### src/rtl/mbox_pkg.sv
package mbox_pkg;

    typedef enum logic [4:0] {
        S_IDLE,
        S_SOLO_CAN,
        S_CAN_WR,
        S_RDY_POLL,
        S_RDY_DRAIN,
        S_IBF0_POLL,
        S_SOC_WR,
        S_IBR_POLL,
        S_BYTE_IBF,
        S_BYTE_WR,
        S_EOC_IBF,
        S_EOC_WR,
        S_F0_POLL,
        S_SOM_RD,
        S_OBF_POLL,
        S_DATA_RD,
        S_EOM_RD,
        S_DONE,
        S_FAIL
    } state_e;

    typedef enum logic [2:0] {
        E_NONE = 3'd0,
        E_RDY  = 3'd1,
        E_IBF  = 3'd2,
        E_IBR  = 3'd3,
        E_F0   = 3'd4,
        E_SOM  = 3'd5,
        E_EOM  = 3'd6,
        E_OVF  = 3'd7
    } err_e;

    localparam logic [7:0] CMD_SOC = 8'h01;
    localparam logic [7:0] CMD_EOC = 8'h03;
    localparam logic [7:0] CMD_CAN = 8'h22;

    // status bit positions decoded from the device
    localparam int ST_OBF = 0;
    localparam int ST_IBF = 1;
    localparam int ST_F0  = 2;
    localparam int ST_RDY = 4;
    localparam int ST_IBR = 5;

endpackage

### src/rtl/mbox_wait_timer.sv
module mbox_wait_timer #(
    parameter int LONG_TMO  = 1000000,
    parameter int SHORT_TMO = 10000
) (
    input  logic clk,
    input  logic rst_n,
    input  logic clr,
    input  logic en,
    input  logic short_sel,
    output logic expired
);
    localparam int MAXV = (LONG_TMO > SHORT_TMO) ? LONG_TMO : SHORT_TMO;
    localparam int CW   = $clog2(MAXV + 1);

    logic [CW-1:0] cnt_q;

    always_ff @(posedge clk or negedge rst_n) begin
        if (!rst_n)
            cnt_q <= '0;
        else if (clr)
            cnt_q <= '0;
        else if (en && !expired)
            cnt_q <= cnt_q + 1'b1;
    end

    assign expired = short_sel ? (cnt_q >= CW'(SHORT_TMO)) : (cnt_q >= CW'(LONG_TMO));
endmodule

### src/rtl/mbox_len_capture.sv
module mbox_len_capture #(
    parameter int AW     = 5,
    parameter int FIRST  = 2,
    parameter int NBYTES = 4
) (
    input  logic                  clk,
    input  logic                  rst_n,
    input  logic                  clr,
    input  logic                  we,
    input  logic [AW-1:0]         addr,
    input  logic [7:0]            data,
    output logic [8*NBYTES-1:0]   len_o
);
    localparam int LAST = FIRST + NBYTES - 1;

    logic in_window;
    assign in_window = (int'(addr) >= FIRST) && (int'(addr) <= LAST);

    // bytes arrive in index order, so shifting left builds a big-endian value
    always_ff @(posedge clk or negedge rst_n) begin
        if (!rst_n)
            len_o <= '0;
        else if (clr)
            len_o <= '0;
        else if (we && in_window)
            len_o <= {len_o[8*NBYTES-9:0], data};
    end
endmodule

### src/rtl/mbox_host_seq.sv
module mbox_host_seq
    import mbox_pkg::*;
#(
    parameter int TX_LEN_W  = 12,
    parameter int RX_DEPTH  = 64,
    parameter int LONG_TMO  = 1000000,
    parameter int SHORT_TMO = 10000,
    localparam int RX_AW    = $clog2(RX_DEPTH + 1)
) (
    input  logic                clk,
    input  logic                rst_n,
    input  logic                xfer_start,
    input  logic                cancel_req,
    input  logic [TX_LEN_W-1:0] tx_len,
    output logic [TX_LEN_W-1:0] tx_addr,
    input  logic [7:0]          tx_data,
    output logic                rx_we,
    output logic [RX_AW-1:0]    rx_addr,
    output logic [7:0]          rx_wdata,
    output logic [RX_AW-1:0]    rx_count,
    output logic [31:0]         resp_len,
    output logic                busy,
    output logic                done,
    output logic                fail,
    output logic [2:0]          fail_code,
    output logic                bus_req,
    output logic                bus_wr,
    output logic                bus_addr,
    output logic [7:0]          bus_wdata,
    input  logic                bus_ack,
    input  logic [7:0]          bus_rdata
);
    localparam int IDX_W = (TX_LEN_W > RX_AW) ? TX_LEN_W : RX_AW;

    state_e            state_q, state_d;
    err_e              err_d;
    logic [2:0]        code_q;
    logic [IDX_W-1:0]  idx_q, len_q;
    logic              tmo_hit, tmo_clr, tmo_en, tmo_short;
    logic              take_start;

    function automatic logic in_rdy_grp(state_e s);
        return (s == S_RDY_POLL) || (s == S_RDY_DRAIN);
    endfunction

    assign take_start = (state_q == S_IDLE) && xfer_start;

    // ---------------- state register ----------------
    always_ff @(posedge clk or negedge rst_n) begin
        if (!rst_n)
            state_q <= S_IDLE;
        else
            state_q <= state_d;
    end

    // ---------------- datapath registers ----------------
    always_ff @(posedge clk or negedge rst_n) begin
        if (!rst_n) begin
            idx_q  <= '0;
            len_q  <= '0;
            code_q <= E_NONE;
        end else begin
            if (take_start) begin
                idx_q  <= '0;
                len_q  <= IDX_W'(tx_len);
                code_q <= E_NONE;
            end else if (bus_ack && (state_q == S_BYTE_WR || state_q == S_DATA_RD)) begin
                idx_q <= idx_q + 1'b1;
            end else if (bus_ack && state_q == S_EOC_WR) begin
                idx_q <= '0;
            end
            if (state_d == S_FAIL && state_q != S_FAIL)
                code_q <= err_d;
        end
    end

    // ---------------- next state ----------------
    always_comb begin
        state_d = state_q;
        err_d   = E_NONE;
        unique case (state_q)
            S_IDLE: begin
                if (xfer_start)      state_d = S_CAN_WR;
                else if (cancel_req) state_d = S_SOLO_CAN;
            end
            S_SOLO_CAN:  if (bus_ack) state_d = S_IDLE;
            S_CAN_WR:    if (bus_ack) state_d = S_RDY_POLL;
            S_RDY_POLL: begin
                if (tmo_hit) begin
                    state_d = S_FAIL; err_d = E_RDY;
                end else if (bus_ack && bus_rdata[ST_OBF]) state_d = S_RDY_DRAIN;
                else if (bus_ack && bus_rdata[ST_RDY])     state_d = S_IBF0_POLL;
            end
            S_RDY_DRAIN: begin
                if (tmo_hit) begin
                    state_d = S_FAIL; err_d = E_RDY;
                end else if (bus_ack) state_d = S_RDY_POLL;
            end
            S_IBF0_POLL: begin
                if (tmo_hit) begin
                    state_d = S_FAIL; err_d = E_IBF;
                end else if (bus_ack && !bus_rdata[ST_IBF]) state_d = S_SOC_WR;
            end
            S_SOC_WR:    if (bus_ack) state_d = S_IBR_POLL;
            S_IBR_POLL: begin
                if (tmo_hit) begin
                    state_d = S_FAIL; err_d = E_IBR;
                end else if (bus_ack && bus_rdata[ST_IBR])
                    state_d = (len_q == '0) ? S_EOC_IBF : S_BYTE_IBF;
            end
            S_BYTE_IBF: begin
                if (tmo_hit) begin
                    state_d = S_FAIL; err_d = E_IBF;
                end else if (bus_ack && !bus_rdata[ST_IBF]) state_d = S_BYTE_WR;
            end
            S_BYTE_WR: begin
                if (bus_ack)
                    state_d = ((idx_q + 1'b1) == len_q) ? S_EOC_IBF : S_BYTE_IBF;
            end
            S_EOC_IBF: begin
                if (tmo_hit) begin
                    state_d = S_FAIL; err_d = E_IBF;
                end else if (bus_ack && !bus_rdata[ST_IBF]) state_d = S_EOC_WR;
            end
            S_EOC_WR:    if (bus_ack) state_d = S_F0_POLL;
            S_F0_POLL: begin
                if (tmo_hit) begin
                    state_d = S_FAIL; err_d = E_F0;
                end else if (bus_ack && bus_rdata[ST_F0]) state_d = S_SOM_RD;
            end
            S_SOM_RD: begin
                if (bus_ack) begin
                    if (bus_rdata == CMD_SOC) state_d = S_OBF_POLL;
                    else begin
                        state_d = S_FAIL; err_d = E_SOM;
                    end
                end
            end
            S_OBF_POLL: begin
                if (tmo_hit) begin
                    state_d = S_FAIL; err_d = E_F0;
                end else if (bus_ack && bus_rdata[ST_OBF]) begin
                    if (bus_rdata[ST_F0])                 state_d = S_EOM_RD;
                    else if (idx_q == IDX_W'(RX_DEPTH)) begin
                        state_d = S_FAIL; err_d = E_OVF;
                    end else                              state_d = S_DATA_RD;
                end
            end
            S_DATA_RD:   if (bus_ack) state_d = S_OBF_POLL;
            S_EOM_RD: begin
                if (bus_ack) begin
                    if (bus_rdata == CMD_EOC) state_d = S_DONE;
                    else begin
                        state_d = S_FAIL; err_d = E_EOM;
                    end
                end
            end
            S_DONE:      state_d = S_IDLE;
            S_FAIL:      state_d = S_IDLE;
            default:     state_d = S_IDLE;
        endcase
    end

    // ---------------- outputs ----------------
    always_comb begin
        bus_req   = 1'b0;
        bus_wr    = 1'b0;
        bus_addr  = 1'b0;
        bus_wdata = 8'h00;
        tmo_en    = 1'b0;
        unique case (state_q)
            S_SOLO_CAN, S_CAN_WR: begin
                bus_req = 1'b1; bus_wr = 1'b1; bus_addr = 1'b1; bus_wdata = CMD_CAN;
            end
            S_SOC_WR: begin
                bus_req = 1'b1; bus_wr = 1'b1; bus_addr = 1'b1; bus_wdata = CMD_SOC;
            end
            S_EOC_WR: begin
                bus_req = 1'b1; bus_wr = 1'b1; bus_addr = 1'b1; bus_wdata = CMD_EOC;
            end
            S_BYTE_WR: begin
                bus_req = 1'b1; bus_wr = 1'b1; bus_wdata = tx_data;
            end
            S_RDY_POLL, S_IBF0_POLL, S_IBR_POLL, S_BYTE_IBF,
            S_EOC_IBF, S_F0_POLL, S_OBF_POLL: begin
                bus_req = 1'b1; bus_addr = 1'b1; tmo_en = 1'b1;
            end
            S_RDY_DRAIN: begin
                bus_req = 1'b1; tmo_en = 1'b1;
            end
            S_SOM_RD, S_DATA_RD, S_EOM_RD: bus_req = 1'b1;
            default: ;
        endcase
        busy      = (state_q != S_IDLE);
        done      = (state_q == S_DONE);
        fail      = (state_q == S_FAIL);
        fail_code = code_q;
        tx_addr   = idx_q[TX_LEN_W-1:0];
        rx_we     = (state_q == S_DATA_RD) && bus_ack;
        rx_addr   = idx_q[RX_AW-1:0];
        rx_wdata  = bus_rdata;
        rx_count  = idx_q[RX_AW-1:0];
    end

    // the ready wait and its drain reads share one timeout window
    assign tmo_short = in_rdy_grp(state_q);
    assign tmo_clr   = (state_d != state_q) && !(in_rdy_grp(state_q) && in_rdy_grp(state_d));

    mbox_wait_timer #(
        .LONG_TMO  (LONG_TMO),
        .SHORT_TMO (SHORT_TMO)
    ) timer_i (
        .clk       (clk),
        .rst_n     (rst_n),
        .clr       (tmo_clr),
        .en        (tmo_en),
        .short_sel (tmo_short),
        .expired   (tmo_hit)
    );

    mbox_len_capture #(
        .AW     (RX_AW),
        .FIRST  (2),
        .NBYTES (4)
    ) len_i (
        .clk   (clk),
        .rst_n (rst_n),
        .clr   (take_start),
        .we    (rx_we),
        .addr  (rx_addr),
        .data  (rx_wdata),
        .len_o (resp_len)
    );
endmodule

### config.mk
export PLATFORM = sky130hd
export DESIGN_NAME = mbox_host_seq
export DESIGN_NICKNAME = d
export VERILOG_FILES = /design/src/rtl/mbox_pkg.sv /design/src/rtl/mbox_wait_timer.sv /design/src/rtl/mbox_len_capture.sv /design/src/rtl/mbox_host_seq.sv
export SDC_FILE = /design/constraint.sdc
export NUM_CORES = 1
export LEC_CHECK = 0
export BUFFER_PORTS_ARGS = -buffer_cell sky130_fd_sc_hd__buf_2
export CAP_MARGIN = 5
export CORE_AREA = 3 3 99 101
export DETAILED_ROUTE_END_ITERATION = 8
export DIE_AREA = 0 0 102 104
export GPL_ROUTABILITY_DRIVEN = 0
export PLACE_DENSITY = 0.85
export SKIP_CTS_REPAIR_TIMING = 1
export SYNTH_ARGS = -nofsm -noshare
export SYNTH_HDL_FRONTEND = slang
export SYNTH_SLANG_ARGS = --single-unit
### constraint.sdc
create_clock -name clk -period 4.2 [get_ports clk]
set_clock_uncertainty 0.15 [all_clocks]
set_input_delay 0.84 -clock clk [delete_from_list [all_inputs] [get_ports clk]]
set_output_delay 0.84 -clock clk [all_outputs]
set_load 0.02 [all_outputs]
Word-level counts from Yosys, hierarchy flattened
Cells that the tools add are included.
{"block": "classes", "n_addsub": 2, "order_cmp": 4, "eq_ne": 27, "muxes": 61, "n_reduce_logical": 35}
{"op": "$mux W5", "n": 29}
{"op": "$pmux W5 S17", "n": 1}
{"op": "$mux W32", "n": 2}
{"op": "$eq A5 B4 Y1 const B", "n": 8}
{"op": "$mux W20", "n": 2}
{"op": "$mux W12", "n": 3}
{"op": "$mux W3", "n": 11}
{"op": "$pmux W8 S4", "n": 1}
{"op": "$eq A5 B3 Y1 const B", "n": 5}
{"op": "$pmux W3 S7", "n": 1}
{"op": "$add A20 B1 Y20 const B", "n": 1}
{"op": "$eq A5 B5 Y1 const B", "n": 4}
{"op": "$ge A20 B14 Y1 const B", "n": 1}
{"op": "$ge A20 B20 Y1 const B", "n": 1}
{"op": "$reduce_or A16 Y1", "n": 1}
{"op": "$eq A5 B2 Y1 const B", "n": 3}
{"op": "$logic_and A1 B1 Y1", "n": 15}
{"op": "$add A12 B1 Y12 const B", "n": 1}
{"op": "$eq A12 B12 Y1", "n": 1}
{"op": "$eq A12 B7 Y1 const B", "n": 1}
{"op": "$logic_not A12 Y1", "n": 1}
{"op": "$reduce_or A11 Y1", "n": 1}
{"op": "$mux W2", "n": 5}
{"op": "$eq A8 B1 Y1 const B", "n": 1}
{"op": "other kinds (17)", "n": 29}
{"block": "totals", "regBits": 84, "wordCells": 135}

Longest topological paths before layout
{"block": "depth", "ltp_word": 12, "ltp_mapped": 12}

Modules after synthesis
From an unflattened synthesis, not the netlist that was laid out.
{"block": "hier_totals", "cells_unflattened": 599, "hier_area_um2": 5540.3}
{"module": "mbox_host_seq", "instances": 1, "cells_per_inst": 359, "area_per_inst_um2": 2892.8, "seq_area_each_um2": 800.8}
{"module": "mbox_len_capture", "instances": 1, "cells_per_inst": 115, "area_per_inst_um2": 1483.9, "seq_area_each_um2": 800.8}
{"module": "mbox_wait_timer", "instances": 1, "cells_per_inst": 125, "area_per_inst_um2": 1163.6, "seq_area_each_um2": 500.5}

Least setup slack after synthesis
OpenSTA, ideal clock, no wires.
{"block": "synth_timing", "path_kind": "register to register", "from": "register idx_q[0], in the netlist tx_addr[0]", "to": "register timer_i.cnt_q[15]", "arrival_ns": 2.579, "setup_slack_ns": 1.353, "path_stages_with_launch": 11, "synth_period_minus_slack_ns": 2.847, "cell_sequence": "dfrtp_1 clkbuf_2 nand4_2 or4_4 xnor2_1 nor4_1 nand4_1 and3b_1 o2111ai_1 buf_4 o2bb2a_4"}
{"block": "synth_between", "elab_chain_cells": 12, "elab_cells_between_ends": 19, "cone_classes": "1 x add/sub; 5 x eq/ne; 8 x mux; 5 x reduce/logical"}
{"element": "start, declared", "line_no": "mbox_host_seq.sv:38", "source": "logic [IDX_W-1:0] idx_q, len_q;"}
{"element": "start signal, assigned", "line_no": "mbox_host_seq.sv:68", "source": "idx_q <= idx_q + 1'b1;"}
{"element": "branches (longest 5 deep; another with $add A12 B1 Y12)"}
{"element": "$pmux W5 S17 (*)", "line_no": "mbox_host_seq.sv:81", "source": "unique case (state_q)"}
{"element": "$eq A5 B2 Y1 or $eq A5 B3 Y1 (tied branches)", "line_no": "mbox_host_seq.sv:43", "source": "return (s == S_RDY_POLL) || (s == S_RDY_DRAIN);"}
{"element": "$logic_or A1 B1 Y1", "line_no": "mbox_host_seq.sv:43"}
{"element": "$logic_and A1 B1 Y1", "line_no": "mbox_host_seq.sv:207", "source": "assign tmo_clr = (state_d != state_q) && !(in_rdy_grp(state_q) && in_rdy_grp(state_d));"}
{"element": "$logic_not A1 Y1", "line_no": "mbox_host_seq.sv:207"}
{"element": "$logic_and A1 B1 Y1 (*)", "line_no": "mbox_host_seq.sv:207"}
{"element": "$mux W20 or $reduce_bool A2 Y1 (tied branches)"}
{"element": "end signal, assigned", "line_no": "mbox_wait_timer.sv:23", "source": "cnt_q <= cnt_q + 1'b1;"}
{"element": "end, declared", "line_no": "mbox_wait_timer.sv:15", "source": "logic [CW-1:0] cnt_q;"}
Every way passes the cells marked *.
A chain may end at the register's enable or synchronous reset.

Final worst setup path
{"block": "layout_timing", "from": "register idx_q[2], in the netlist tx_addr[2]", "to": "register timer_i.cnt_q[15]"}
The elaborated chain is that of the path after synthesis.

==> impl_results.html <==
<table>
<tr><th>Metric</th><th>Value</th></tr>
<tr><th colspan="2">STA</th></tr>
<tr><td>Fin crit period</td><td>3350 ps</td></tr>
<tr><td>RSZ-0062 raised after global routing</td><td>no</td></tr>
<tr><td>PnR worst setup slack</td><td>845 ps</td></tr>
<tr><td>Relative max-transition margin</td><td>0.324</td></tr>
<tr><td>Fin crit share</td><td>0.799</td></tr>
<tr><td>Measured slew at the worst slew-check pin</td><td>1010 ps</td></tr>
<tr><td>Final Slew Violations</td><td>0</td></tr>
<tr><td>Final total negative setup slack</td><td>0 ps</td></tr>
<tr><td>Total of endpoints with negative setup slack in the final report</td><td>0</td></tr>
<tr><td>F_max</td><td>298 MHz</td></tr>
<tr><td>Hold Fails Final Rpt</td><td>0</td></tr>
<tr><th colspan="2">Synth</th></tr>
<tr><td>Cell type with the largest total area after synthesis</td><td>dfrtp_1</td></tr>
<tr><td>Mapped Nets</td><td>681</td></tr>
<tr><td>Number of distinct library cells after synthesis</td><td>69</td></tr>
<tr><td>Synth Warn #</td><td>0</td></tr>
<tr><td>Post-synthesis area per instance</td><td>8.26 um^2</td></tr>
<tr><td>Share of synthesized area occupied by flip-flops and latches</td><td>0.396</td></tr>
<tr><td>Most used DFF post-synth</td><td>dfrtp_1</td></tr>
<tr><td>Post-synthesis register bit count</td><td>84</td></tr>
<tr><td>Post-synth EDFFs</td><td>0</td></tr>
<tr><td>Top cell type's share of synthesized area</td><td>0.396</td></tr>
<tr><td>Top cells by area, synth</td><td>dfrtp_1 40%, nand2_1 9.3%, nand3_1 4.8%, buf_4 3.7%, xor2_1 3.3%</td></tr>
<tr><td>Cell Area, Synth</td><td>5300 um^2</td></tr>
<tr><td>Number of standard cells after synthesis</td><td>642</td></tr>
<tr><td>Post-synthesis async set-or-reset flop share</td><td>1.00</td></tr>
<tr><th colspan="2">Global route</th></tr>
<tr><td>Antenna violations before repair</td><td>0</td></tr>
<tr><td>Wire length of the first global-routing pass</td><td>22400 um</td></tr>
<tr><td>Number of global-route vias before repair</td><td>4698</td></tr>
<tr><td>Pin count of the biggest net entering global routing</td><td>85</td></tr>
<tr><td>Total global routing overflow</td><td>0</td></tr>
<tr><td>Global router's overall resource usage</td><td>0.257</td></tr>
<tr><th colspan="2">Placed design</th></tr>
<tr><td>Minimum setup slack after placement</td><td>792 ps</td></tr>
<tr><td>Count of placed standard cells including taps</td><td>814</td></tr>
<tr><td>Number of port buffers</td><td>116</td></tr>
<tr><td>Post-detail-place hpwl</td><td>9540 um</td></tr>
<tr><th colspan="2">Layout</th></tr>
<tr><td>Most used cells in the layout excluding fill and tap cells</td><td>132 x nand2_1, 115 x buf_2, 84 x dfrtp_1</td></tr>
<tr><td>Non-Filler Instances</td><td>830</td></tr>
<tr><td>Storage cell area</td><td>2100 um^2</td></tr>
<tr><td>Area of the multi-input gates</td><td>2780 um^2</td></tr>
<tr><td>Signed area change from the synthesized netlist to the final layout</td><td>11.5%</td></tr>
<tr><td>Share of cells above drive strength 1</td><td>0.221</td></tr>
<tr><td>Most common cell after layout, fill and taps aside</td><td>nand2_1</td></tr>
<tr><td>Number of nets in the finished design</td><td>753</td></tr>
<tr><td>Number of fill cells in the layout</td><td>755</td></tr>
<tr><td>Count of antenna diodes in the layout</td><td>0</td></tr>
<tr><th colspan="2">Run</th></tr>
<tr><td>Max_cap viols</td><td>0</td></tr>
<tr><th colspan="2">Routing</th></tr>
<tr><td>Detailed-route DRC error count</td><td>0</td></tr>
<tr><td>Iteration-0 DRC count of the detailed router</td><td>466</td></tr>
<tr><td>Post-Route WL</td><td>13500 um</td></tr>
<tr><td>Topmost layer with routed signal wires</td><td>met4</td></tr>
<tr><td>Number of optimization iterations in the first detailed-route pass</td><td>6</td></tr>
<tr><td>WL met2</td><td>6590 um</td></tr>
<tr><td>Via Count</td><td>5010</td></tr>
<tr><td>Detailed-routed wire length on met3</td><td>1020 um</td></tr>
<tr><td>DR vias/cell</td><td>6.04</td></tr>
<tr><td>Average routed wire per standard cell</td><td>16.3 um</td></tr>
<tr><td>Residual antenna-violating net count after detailed routing</td><td>0</td></tr>
<tr><td>WL met1</td><td>5460 um</td></tr>
<tr><th colspan="2">Die</th></tr>
<tr><td>I/O pin count</td><td>117</td></tr>
<tr><td>Core area</td><td>9110 um^2</td></tr>
<tr><td>Height of the die</td><td>104 um</td></tr>
<tr><td>Number of core rows</td><td>35</td></tr>
<tr><td>Horiz. Die Dim</td><td>102 um</td></tr>
<tr><td>Starting Density</td><td>0.582</td></tr>
<tr><td>Die ar.</td><td>10600 um^2</td></tr>
<tr><th colspan="2">CTS</th></tr>
<tr><td>Clock transition at the registers of the reported paths</td><td>100 ps</td></tr>
<tr><td>Count of H-tree levels built during CTS</td><td>3</td></tr>
<tr><td>Cell chosen for the clock root</td><td>clkbuf_8</td></tr>
<tr><td>Clock sink count</td><td>84</td></tr>
<tr><td>Source-to-sink clock delay at the later pin of the worst-skew pair</td><td>360 ps</td></tr>
<tr><td>TritonCTS clock tree</td><td>done</td></tr>
<tr><td>Clock Tree Buf Depth</td><td>2</td></tr>
<tr><td>TritonCTS buffer count</td><td>9</td></tr>
<tr><th colspan="2">Status</th></tr>
<tr><td>Status</td><td>complete, no violations</td></tr>
<tr><th colspan="2">Worst setup path</th></tr>
<tr><td>Signal arrival time at the worst endpoint</td><td>3470 ps</td></tr>
<tr><td>Type of the worst setup path</td><td>flop to flop</td></tr>
<tr><td>Kind of launch point of the worst setup path</td><td>flop</td></tr>
<tr><td>Category of the worst setup path capture point</td><td>flop</td></tr>
<tr><td>CP max FO</td><td>20</td></tr>
<tr><td>Required time at the worst-slack endpoint</td><td>4320 ps</td></tr>
<tr><th colspan="2">Power</th></tr>
<tr><td>PwrDens</td><td>470 nW/um^2</td></tr>
<tr><td>P_leak</td><td>2.99 nW</td></tr>
<tr><td>VDD IR max</td><td>0.000264 V</td></tr>
<tr><th colspan="2">Hold path</th></tr>
<tr><td>Kind of path behind the tightest hold check</td><td>flop to flop</td></tr>
</table>
-- Yosys cell counts, types with 6 or more instances --
master    number
nand2_1      132
dfrtp_1       84
nand3_1       51
nor2_1        33
a21oi_1       27
buf_4         26
o21ai_0       23
xor2_1        20
xnor2_1       18
clkbuf_1      16
inv_1         16
nand4_1       13
nor3_1        13
nor4_1        12
and2_1        11
buf_2          9
a31oi_1        8
and3_1         8
nor2b_1        8
nand2b_1       7
o211ai_1       7
o31ai_1        7
ha_1           6
-- critical path, cell delays in order (launching register included) --
cell	delay, ps
dfrtp_1	600
nand4_2	260
or4_4	550
xnor2_1	150
nor4_1	400
nand4_1	250
and3b_1	250
o2111ai_1	190
buf_4	280
o2bb2a_4	180
-- registers in the layout (all words and copies together), names as in the netlist --
| name | count |
|---|---|
| len_i.len_o | 32 |
| fail_code | 3 |
| state_q | 5 |
| timer_i.cnt_q | 20 |
| tx_addr | 12 |
| len_q | 12 |
-- metal layers --
layer | GRT usage | vias up
li1 | - | 2370
met1 | 0.332 | 2358
met2 | 0.415 | 234
met3 | 0.0456 | 48
met4 | 0.116 | 0
met5 | 0 | -
-- where the power goes --
part	switching, W	internal [W]
Sequential	0.000182	0.000888
Clock	0.000323	0.000283
Combinational	0.000707	0.000394
Total	0.00121	0.00156
-- kinds of logic after synthesis --
logic type,synth area share
compound gates,0.141
xor+xnor,0.0628
fa+ha+maj,0.0142
buf+inv,0.0793
flops,0.396
simple gates,0.307
-- final cells by class --
| class | instances | area share |
|---|---|---|
| Multi-Input combinational cell | 480 | 0.470 |
| Sequential cell | 84 | 0.355 |
| Timing Repair Buffer | 121 | 0.105 |
| Tap cell | 111 | 0.0235 |
| Clock buffer | 9 | 0.0209 |
| Clock inverter | 7 | 0.0135 |
| Inverter | 18 | 0.0114 |
-- final timing paths --
path	start	to	slack [ps]	cells past startpoint
max	tx_addr[2]	timer_i.cnt_q[15]	850	9
min	fail_code[0]	fail_code[0]	330	1
max reg2reg	tx_addr[2]	timer_i.cnt_q[15]	850	9
min reg2reg	fail_code[0]	fail_code[0]	330	1
max in group asynchronous	rst_n	state_q[0]	2750	1
min in group asynchronous	rst_n	tx_addr[5]	490	1
-- through the flow --
| step | instance area (um^2) | total power (W) | util | hold WS (ps) |
|---|---|---|---|---|
| global placement | 5710 | 0.00213 | 0.627 | 318 |
| global route | 5910 | 0.00295 | 0.649 | 351 |
| finish | 5910 | 0.00278 | 0.649 | 333 |
| floorplan | 5300 | 0.00191 | - | 338 |
| detailed placement | 5710 | 0.00215 | 0.627 | 317 |
| CTS | 5910 | 0.00277 | 0.649 | 337 |
No activity file was read; power rests on OpenSTA's default activity.
